File: config.mk
export PLATFORM = sky130hd
export DESIGN_NAME = rxf_engine
export DESIGN_NICKNAME = d
export VERILOG_FILES = /design/src/rtl/rxf_pkg.sv /design/src/rtl/rxf_store.sv /design/src/rtl/rxf_ctrl.sv /design/src/rtl/rxf_engine.sv
export SDC_FILE = /design/constraint.sdc
export NUM_CORES = 1
export LEC_CHECK = 0
export ABC_AREA = 1
export BUFFER_PORTS_ARGS = -buffer_cell sky130_fd_sc_hd__buf_4
export CELL_PAD_IN_SITES_DETAIL_PLACEMENT = 0
export CELL_PAD_IN_SITES_GLOBAL_PLACEMENT = 1
export CORE_ASPECT_RATIO = 1.4
export CORE_MARGIN = 10
export CORE_UTILIZATION = 52
export CTS_CLUSTER_SIZE = 16
export DETAILED_ROUTE_END_ITERATION = 8
export GPL_TIMING_DRIVEN = 1
export PLACE_DENSITY = 0.85
export SLEW_MARGIN = 20
export SYNTH_ARGS = -nofsm -noshare
export SYNTH_HDL_FRONTEND = slang
export SYNTH_SLANG_ARGS = --single-unit
export TNS_END_PERCENT = 5
File: constraint.sdc
create_clock -name clk -period 4.2 [get_ports clk]
set_input_delay 0.42 -clock clk [delete_from_list [all_inputs] [get_ports clk]]
set_output_delay 0.42 -clock clk [all_outputs]
set_load 0.01 [all_outputs]
File: src/rtl/rxf_pkg.sv
package rxf_pkg;

    localparam int RXF_DEPTH_DEF = 16;
    localparam int RXF_DW_DEF    = 8;
    localparam int RXF_TW_DEF    = 5;

    // what a software read of the data register turns into
    typedef enum logic [1:0] {
        RD_IDLE,
        RD_POP,
        RD_FILL
    } rd_act_e;

    // data-ready outcome of a fill that reached its threshold
    function automatic logic rdy_pick(input logic now_full, input logic irq_en);
        return now_full || !irq_en;
    endfunction

endpackage

File: src/rtl/rxf_store.sv
module rxf_store #(
    parameter int DEPTH = 16,
    parameter int DW    = 8,
    localparam int PW   = $clog2(DEPTH)
) (
    input  logic          clk,
    input  logic          rst_n,
    input  logic          wr_en_i,
    input  logic [PW-1:0] wr_idx_i,
    input  logic [DW-1:0] wr_dat_i,
    input  logic          pop_i,
    input  logic [PW-1:0] rd_idx_i,
    output logic [DW-1:0] rd_dat_o
);

    logic [DW-1:0] slot_q [DEPTH];
    logic [DW-1:0] dat_d, dat_q;

    for (genvar g = 0; g < DEPTH; g++) begin : g_slot
        always_ff @(posedge clk) begin
            if (wr_en_i && (wr_idx_i == PW'(g))) begin
                slot_q[g] <= wr_dat_i;
            end
        end
    end

    always_comb begin
        dat_d = dat_q;
        if (pop_i) begin
            dat_d = slot_q[rd_idx_i];
        end
    end

    always_ff @(posedge clk) begin
        if (!rst_n) begin
            dat_q <= '0;
        end else begin
            dat_q <= dat_d;
        end
    end

    assign rd_dat_o = dat_q;

endmodule

File: src/rtl/rxf_ctrl.sv
module rxf_ctrl
    import rxf_pkg::*;
#(
    parameter int DEPTH = 16,
    parameter int TW    = 5,
    localparam int PW   = $clog2(DEPTH),
    localparam int CW   = $clog2(DEPTH) + 1,
    localparam int CMPW = (CW > TW) ? CW : TW
) (
    input  logic          clk,
    input  logic          rst_n,
    input  logic          clr_i,
    input  logic [TW-1:0] thr_i,
    input  logic          thr_ie_i,
    input  logic          last_set_i,
    input  logic          rx_active_i,
    input  logic          rx_last_stop_i,
    input  logic          fill_go_i,
    input  logic          thr_ack_i,
    input  logic          rd_i,
    input  logic          byte_vld_i,
    output logic          wr_en_o,
    output logic [PW-1:0] wr_idx_o,
    output logic          pop_o,
    output logic [PW-1:0] rd_idx_o,
    output logic          req_o,
    output logic          nack_o,
    output logic          stop_o,
    output logic [CW-1:0] count_o,
    output logic          thr_flag_o,
    output logic          full_o,
    output logic          rdy_o,
    output logic          last_o
);

    typedef struct packed {
        logic          filling;
        logic [PW-1:0] rp;
        logic [CW-1:0] cnt;
        logic          thr_flag;
        logic          full;
        logic          rdy;
        logic          last;
        logic          nack;
        logic          stop;
    } ctl_t;

    ctl_t q, d;

    logic [CMPW-1:0] thr_x, cnt_x, cntn_x;
    logic [CW-1:0]   cnt_n;
    logic            start;
    rd_act_e         rd_act;

    assign thr_x  = CMPW'(thr_i);
    assign cnt_x  = CMPW'(q.cnt);
    assign cnt_n  = q.cnt + CW'(1);
    assign cntn_x = CMPW'(cnt_n);

    // decode of a data-register read outside a fill
    always_comb begin
        rd_act = RD_IDLE;
        if (rd_i && !q.filling) begin
            if (rx_last_stop_i) begin
                rd_act = (q.cnt != '0) ? RD_POP : RD_IDLE;
            end else if (rx_active_i) begin
                rd_act = (q.cnt == '0) ? RD_FILL : RD_POP;
            end
        end
    end

    always_comb begin
        d        = q;
        d.nack   = 1'b0;
        d.stop   = 1'b0;
        start    = 1'b0;
        wr_en_o  = 1'b0;
        pop_o    = 1'b0;
        wr_idx_o = q.rp + q.cnt[PW-1:0];

        if (clr_i) begin
            d.filling  = 1'b0;
            d.rp       = '0;
            d.cnt      = '0;
            d.thr_flag = 1'b0;
            d.full     = 1'b0;
        end else if (q.filling) begin
            if (byte_vld_i) begin
                wr_en_o = 1'b1;
                d.cnt   = cnt_n;
                if (cntn_x == thr_x) begin
                    d.filling  = 1'b0;
                    d.thr_flag = 1'b1;
                    if (q.last) begin
                        d.nack = 1'b1;
                        d.last = 1'b0;
                    end
                    d.rdy = rdy_pick(cnt_n == CW'(DEPTH), thr_ie_i);
                    if (cnt_n == CW'(DEPTH)) begin
                        d.full = 1'b1;
                    end
                end else if (cnt_n == CW'(DEPTH)) begin
                    // threshold beyond capacity: keep the bytes, report nothing
                    d.filling  = 1'b0;
                    d.thr_flag = 1'b0;
                end
            end
        end else begin
            if (rd_i && rx_last_stop_i && (q.cnt <= CW'(1))) begin
                d.stop = 1'b1;
            end
            if (rd_act == RD_POP) begin
                pop_o = 1'b1;
                d.rp  = q.rp + PW'(1);
                d.cnt = q.cnt - CW'(1);
            end
            if (rd_act == RD_FILL) begin
                start = 1'b1;
            end
            if (thr_ack_i) begin
                d.thr_flag = 1'b0;
                if (rx_active_i) begin
                    start = 1'b1;
                end
            end
            if (fill_go_i) begin
                start = 1'b1;
            end
            if (start && (cnt_x != thr_x)) begin
                d.thr_flag = 1'b0;
                if ((cnt_x < thr_x) && (q.cnt != CW'(DEPTH))) begin
                    d.filling = 1'b1;
                end
            end
        end

        if (last_set_i) begin
            d.last = 1'b1;
        end
    end

    always_ff @(posedge clk) begin
        if (!rst_n) begin
            q <= '0;
        end else begin
            q <= d;
        end
    end

    assign rd_idx_o   = q.rp;
    assign req_o      = q.filling;
    assign nack_o     = q.nack;
    assign stop_o     = q.stop;
    assign count_o    = q.cnt;
    assign thr_flag_o = q.thr_flag;
    assign full_o     = q.full;
    assign rdy_o      = q.rdy;
    assign last_o     = q.last;

endmodule

File: src/rtl/rxf_engine.sv
module rxf_engine
    import rxf_pkg::*;
#(
    parameter int DEPTH = RXF_DEPTH_DEF,
    parameter int DW    = RXF_DW_DEF,
    parameter int TW    = RXF_TW_DEF,
    localparam int PW   = $clog2(DEPTH),
    localparam int CW   = $clog2(DEPTH) + 1
) (
    input  logic          clk,
    input  logic          rst_n,
    input  logic          buf_clr_i,
    input  logic [TW-1:0] thr_lvl_i,
    input  logic          thr_ie_i,
    input  logic          last_set_i,
    input  logic          rx_active_i,
    input  logic          rx_last_stop_i,
    input  logic          fill_go_i,
    input  logic          thr_ack_i,
    input  logic          data_rd_i,
    output logic          byte_req_o,
    input  logic          byte_vld_i,
    input  logic [DW-1:0] byte_dat_i,
    output logic          nack_o,
    output logic          stop_o,
    output logic [DW-1:0] data_o,
    output logic [CW-1:0] count_o,
    output logic          thr_flag_o,
    output logic          full_o,
    output logic          data_rdy_o,
    output logic          last_o
);

    logic          wr_en;
    logic [PW-1:0] wr_idx;
    logic          pop;
    logic [PW-1:0] rd_idx;

    rxf_ctrl #(
        .DEPTH (DEPTH),
        .TW    (TW)
    ) u_ctrl (
        .clk            (clk),
        .rst_n          (rst_n),
        .clr_i          (buf_clr_i),
        .thr_i          (thr_lvl_i),
        .thr_ie_i       (thr_ie_i),
        .last_set_i     (last_set_i),
        .rx_active_i    (rx_active_i),
        .rx_last_stop_i (rx_last_stop_i),
        .fill_go_i      (fill_go_i),
        .thr_ack_i      (thr_ack_i),
        .rd_i           (data_rd_i),
        .byte_vld_i     (byte_vld_i),
        .wr_en_o        (wr_en),
        .wr_idx_o       (wr_idx),
        .pop_o          (pop),
        .rd_idx_o       (rd_idx),
        .req_o          (byte_req_o),
        .nack_o         (nack_o),
        .stop_o         (stop_o),
        .count_o        (count_o),
        .thr_flag_o     (thr_flag_o),
        .full_o         (full_o),
        .rdy_o          (data_rdy_o),
        .last_o         (last_o)
    );

    rxf_store #(
        .DEPTH (DEPTH),
        .DW    (DW)
    ) u_store (
        .clk      (clk),
        .rst_n    (rst_n),
        .wr_en_i  (wr_en),
        .wr_idx_i (wr_idx),
        .wr_dat_i (byte_dat_i),
        .pop_i    (pop),
        .rd_idx_i (rd_idx),
        .rd_dat_o (data_o)
    );

endmodule

==> flow_metrics.tcl <==
set metrics [dict create \
    hold_violations 0 \
    wirelength_microns 16600 \
    viasPerCell 5.92 \
    drive_gt1_share_pct 13.9 \
    dpl.hpwl_microns 11600 \
    setup_viol 0 \
    areaGrowthSynthToFinish_pct 14.2 \
    track_usage_pct 19.0 \
    clock-sinks 152 \
    first_pass_iters 5 \
    rsz0062_at_grt "no" \
    fin_crit_ns 2.82 \
    slew_viol_final 0 \
    port_buffers 43 \
    numCtsBuffers 17 \
    antennaDiodeCount 0 \
    ir_drop_mv 0.255 \
    crit_required_ns 4.25 \
    intPower_mw 2.48 \
    synth_top_area_share_pct 58.6 \
    leakage_nw 2.78 \
    cts_hold_buf 0 \
    grt_pass1_wl_microns 25700 \
    gp_congestion 0.894 \
    postSynthAreaPerCell_sq_um 11.1 \
    max_freq_mhz 354 \
    rows 48 \
    cts_setup_buffers 0 \
    cts_resized 0 \
    die_w_microns 115 \
    p_sw_share_pct 23.5 \
    critPathKind "reg2reg" \
    synth-seq-cells 152 \
    placed_area_sq_um 6940 \
    grt_max_degree 68 \
    ys_seq_area_share_pct 65.9 \
    yosys_most_used_dff "edfxtp_1" \
    final.setup_skew_ns 0.00969 \
    post-route-cell-area_sq_um 7490 \
    first_global_vias 4616 \
    power.density_nw_per_um2 433 \
    hp-class "in2reg" \
    core_sq_um 12400 \
    drc 0 \
    clk_pin_slew_ns 0.06 \
    cp-end-kind "flop" \
    cap_violations 0 \
    h-tree-depth 4 \
    fillerInstances 998 \
    die_h_microns 153 \
    antenna_found_initial 0 \
    clk_latency_ns 0.42 \
    layout.nets 665 \
    io_pins 44 \
    async_flop_share_pct 0 \
    p_comb_share_pct 6.1 \
    yosys_warnings 0 \
    switchingPower_mw 0.764 \
    final_antenna_net_count 0 \
    grt-ovfl-total 0 \
    die-area_sq_um 17600 \
    clkPwrFrac_pct 42.9 \
    cp_max_fo 20 \
    via_count 4669 \
    cts_tree "done" \
    setup_tns_ns 0 \
    critical_path.startpoint_type "flop" \
    synth_cells 590 \
    slew_headroom_pct 30.6 \
    synth_edf_count 128 \
    tightest_slew_ns 1.04 \
    syn-cell-area_sq_um 6560 \
    synth.net_count 629 \
    arrival_ns 2.87 \
    clock_path_buffers 2 \
    start_util_pct 53.0 \
    yosysTopAreaCell "edfxtp_1" \
    wl_per_cell_microns 21.0 \
    ys_types 35 \
    min_period_over_period_pct 67.2 \
    seqPwrFrac_pct 51.0 \
    drtIter0Drc 373 \
    synth.area.top_cells "edfxtp_1 59%, dfxtp_1 7.3%, nor2_1 5.7%" \
    status "finished, final reports clean" \
    cts-root-buf "clkbuf_16" \
]
==> final cells by class <==
| type | count | area, sq um | area share, % |
|---|---|---|---|
| clock buffer | 18 | 429 | 5.73 |
| tap | 150 | 188 | 2.51 |
| timing repair buffer | 46 | 345 | 4.61 |
| multi-input combinational | 362 | 1910 | 25.5 |
| clock inverter | 14 | 118 | 1.57 |
| inverter | 47 | 176 | 2.36 |
| sequential | 152 | 4330 | 57.7 |
==> stage by stage <==
step / total power, mW / instances / utilization (%) / hold slack [ns] / setup WS [ns]
2_1_floorplan: 1.80 / 590 / - / 0.481 / 2.04
3_3_place_gp: 1.88 / 757 / 56.1 / 0.455 / 1.58
3_5_place_dp: 1.89 / 757 / 56.1 / 0.462 / 1.44
4_1_cts: 3.26 / 789 / 60.5 / 0.205 / 1.42
5_1_grt: 3.36 / 789 / 60.5 / 0.217 / 1.22
6_report: 3.24 / 789 / 60.5 / 0.229 / 1.38
==> cell usage in the layout (no fill, tap or decap), drive strengths merged, types with 2 or more instances in the layout <==
cell,Yosys,routed
a21oi,22,22
a31oi,2,2
buf,12,46
clkbuf,17,18
clkinv,2,8
clkinvlp,0,2
dfxtp,24,24
edfxtp,128,128
ha,14,14
inv,45,51
nand2,51,51
nand3,25,25
nand4,3,3
nor2,103,103
nor3,3,3
o211ai,11,11
o21ai,87,87
o221ai,21,21
o22ai,11,11
or2,2,2
xnor2,2,2
==> worst paths after layout <==
path / cells past startpoint / from / slack [ns] / endpoint
max: 5 / u_ctrl.rd_idx_o[1] / 1.38 / u_store.slot_q[8][2]
min: 3 / last_set_i / 0.23 / u_ctrl.last_o
max reg2reg: 5 / u_ctrl.rd_idx_o[1] / 1.38 / u_store.slot_q[8][2]
min reg2reg: 2 / u_ctrl.thr_flag_o / 0.47 / u_ctrl.thr_flag_o
==> routing by layer <==
layer  part of all wire, %  track usage (%)
met5                     0                0
met4                   4.5             10.6
met3                   7.1             5.60
met2                    50             31.3
met1                    39             21.2
==> sequential cells by signal, indices dropped and copies added, names as in the netlist <==
name	cells
u_store.slot_q	128
u_store.rd_dat_o	8
u_ctrl.count_o	5
u_ctrl.rd_idx_o	4
u_ctrl.full_o	1
u_ctrl.last_o	1
u_ctrl.nack_o	1
u_ctrl.rdy_o	1
u_ctrl.req_o	1
u_ctrl.stop_o	1
u_ctrl.thr_flag_o	1
==> Yosys cell counts (all sizes together), types with 12 or more instances <==
master	instances
a21oi	22
buf	12
clkbuf	17
dfxtp	24
edfxtp	128
ha	14
inv	45
nand2	51
nand3	25
nor2	103
o21ai	87
o221ai	21
==> kinds of logic (layout without fill, tap and decap cells) <==
logic type | count (synthesis) | count (layout) | share of synthesized area (%)
and+or+nand+nor | 189 | 189 | 12.0
AOI/OAI and AO/OA | 155 | 155 | 13.7
DFF | 152 | 152 | 65.9
buffers and inverters | 76 | 125 | 5.00
adders and majority gates | 15 | 15 | 2.97
xor gates and xnor gates | 3 | 3 | 0.401
==> critical path: stages, from the launching register on <==
cell and delay (ns):
dfxtp_1 0.68, buf_4 0.33, fa_1 0.48, inv_1 0.10
nand3_1 0.23, nor2_1 0.63
==> power groups by stage <==
stage | Clock, mW | Sequential (mW) | Combinational [mW]
after floorplan | 0 | 1.69 | 0.109
after global placement | 0 | 1.69 | 0.195
after detailed placement | 0 | 1.69 | 0.198
after CTS | 1.41 | 1.66 | 0.198
after global routing | 1.48 | 1.66 | 0.220
final | 1.39 | 1.66 | 0.197
Note: power is estimated with default switching activity, not from simulation.
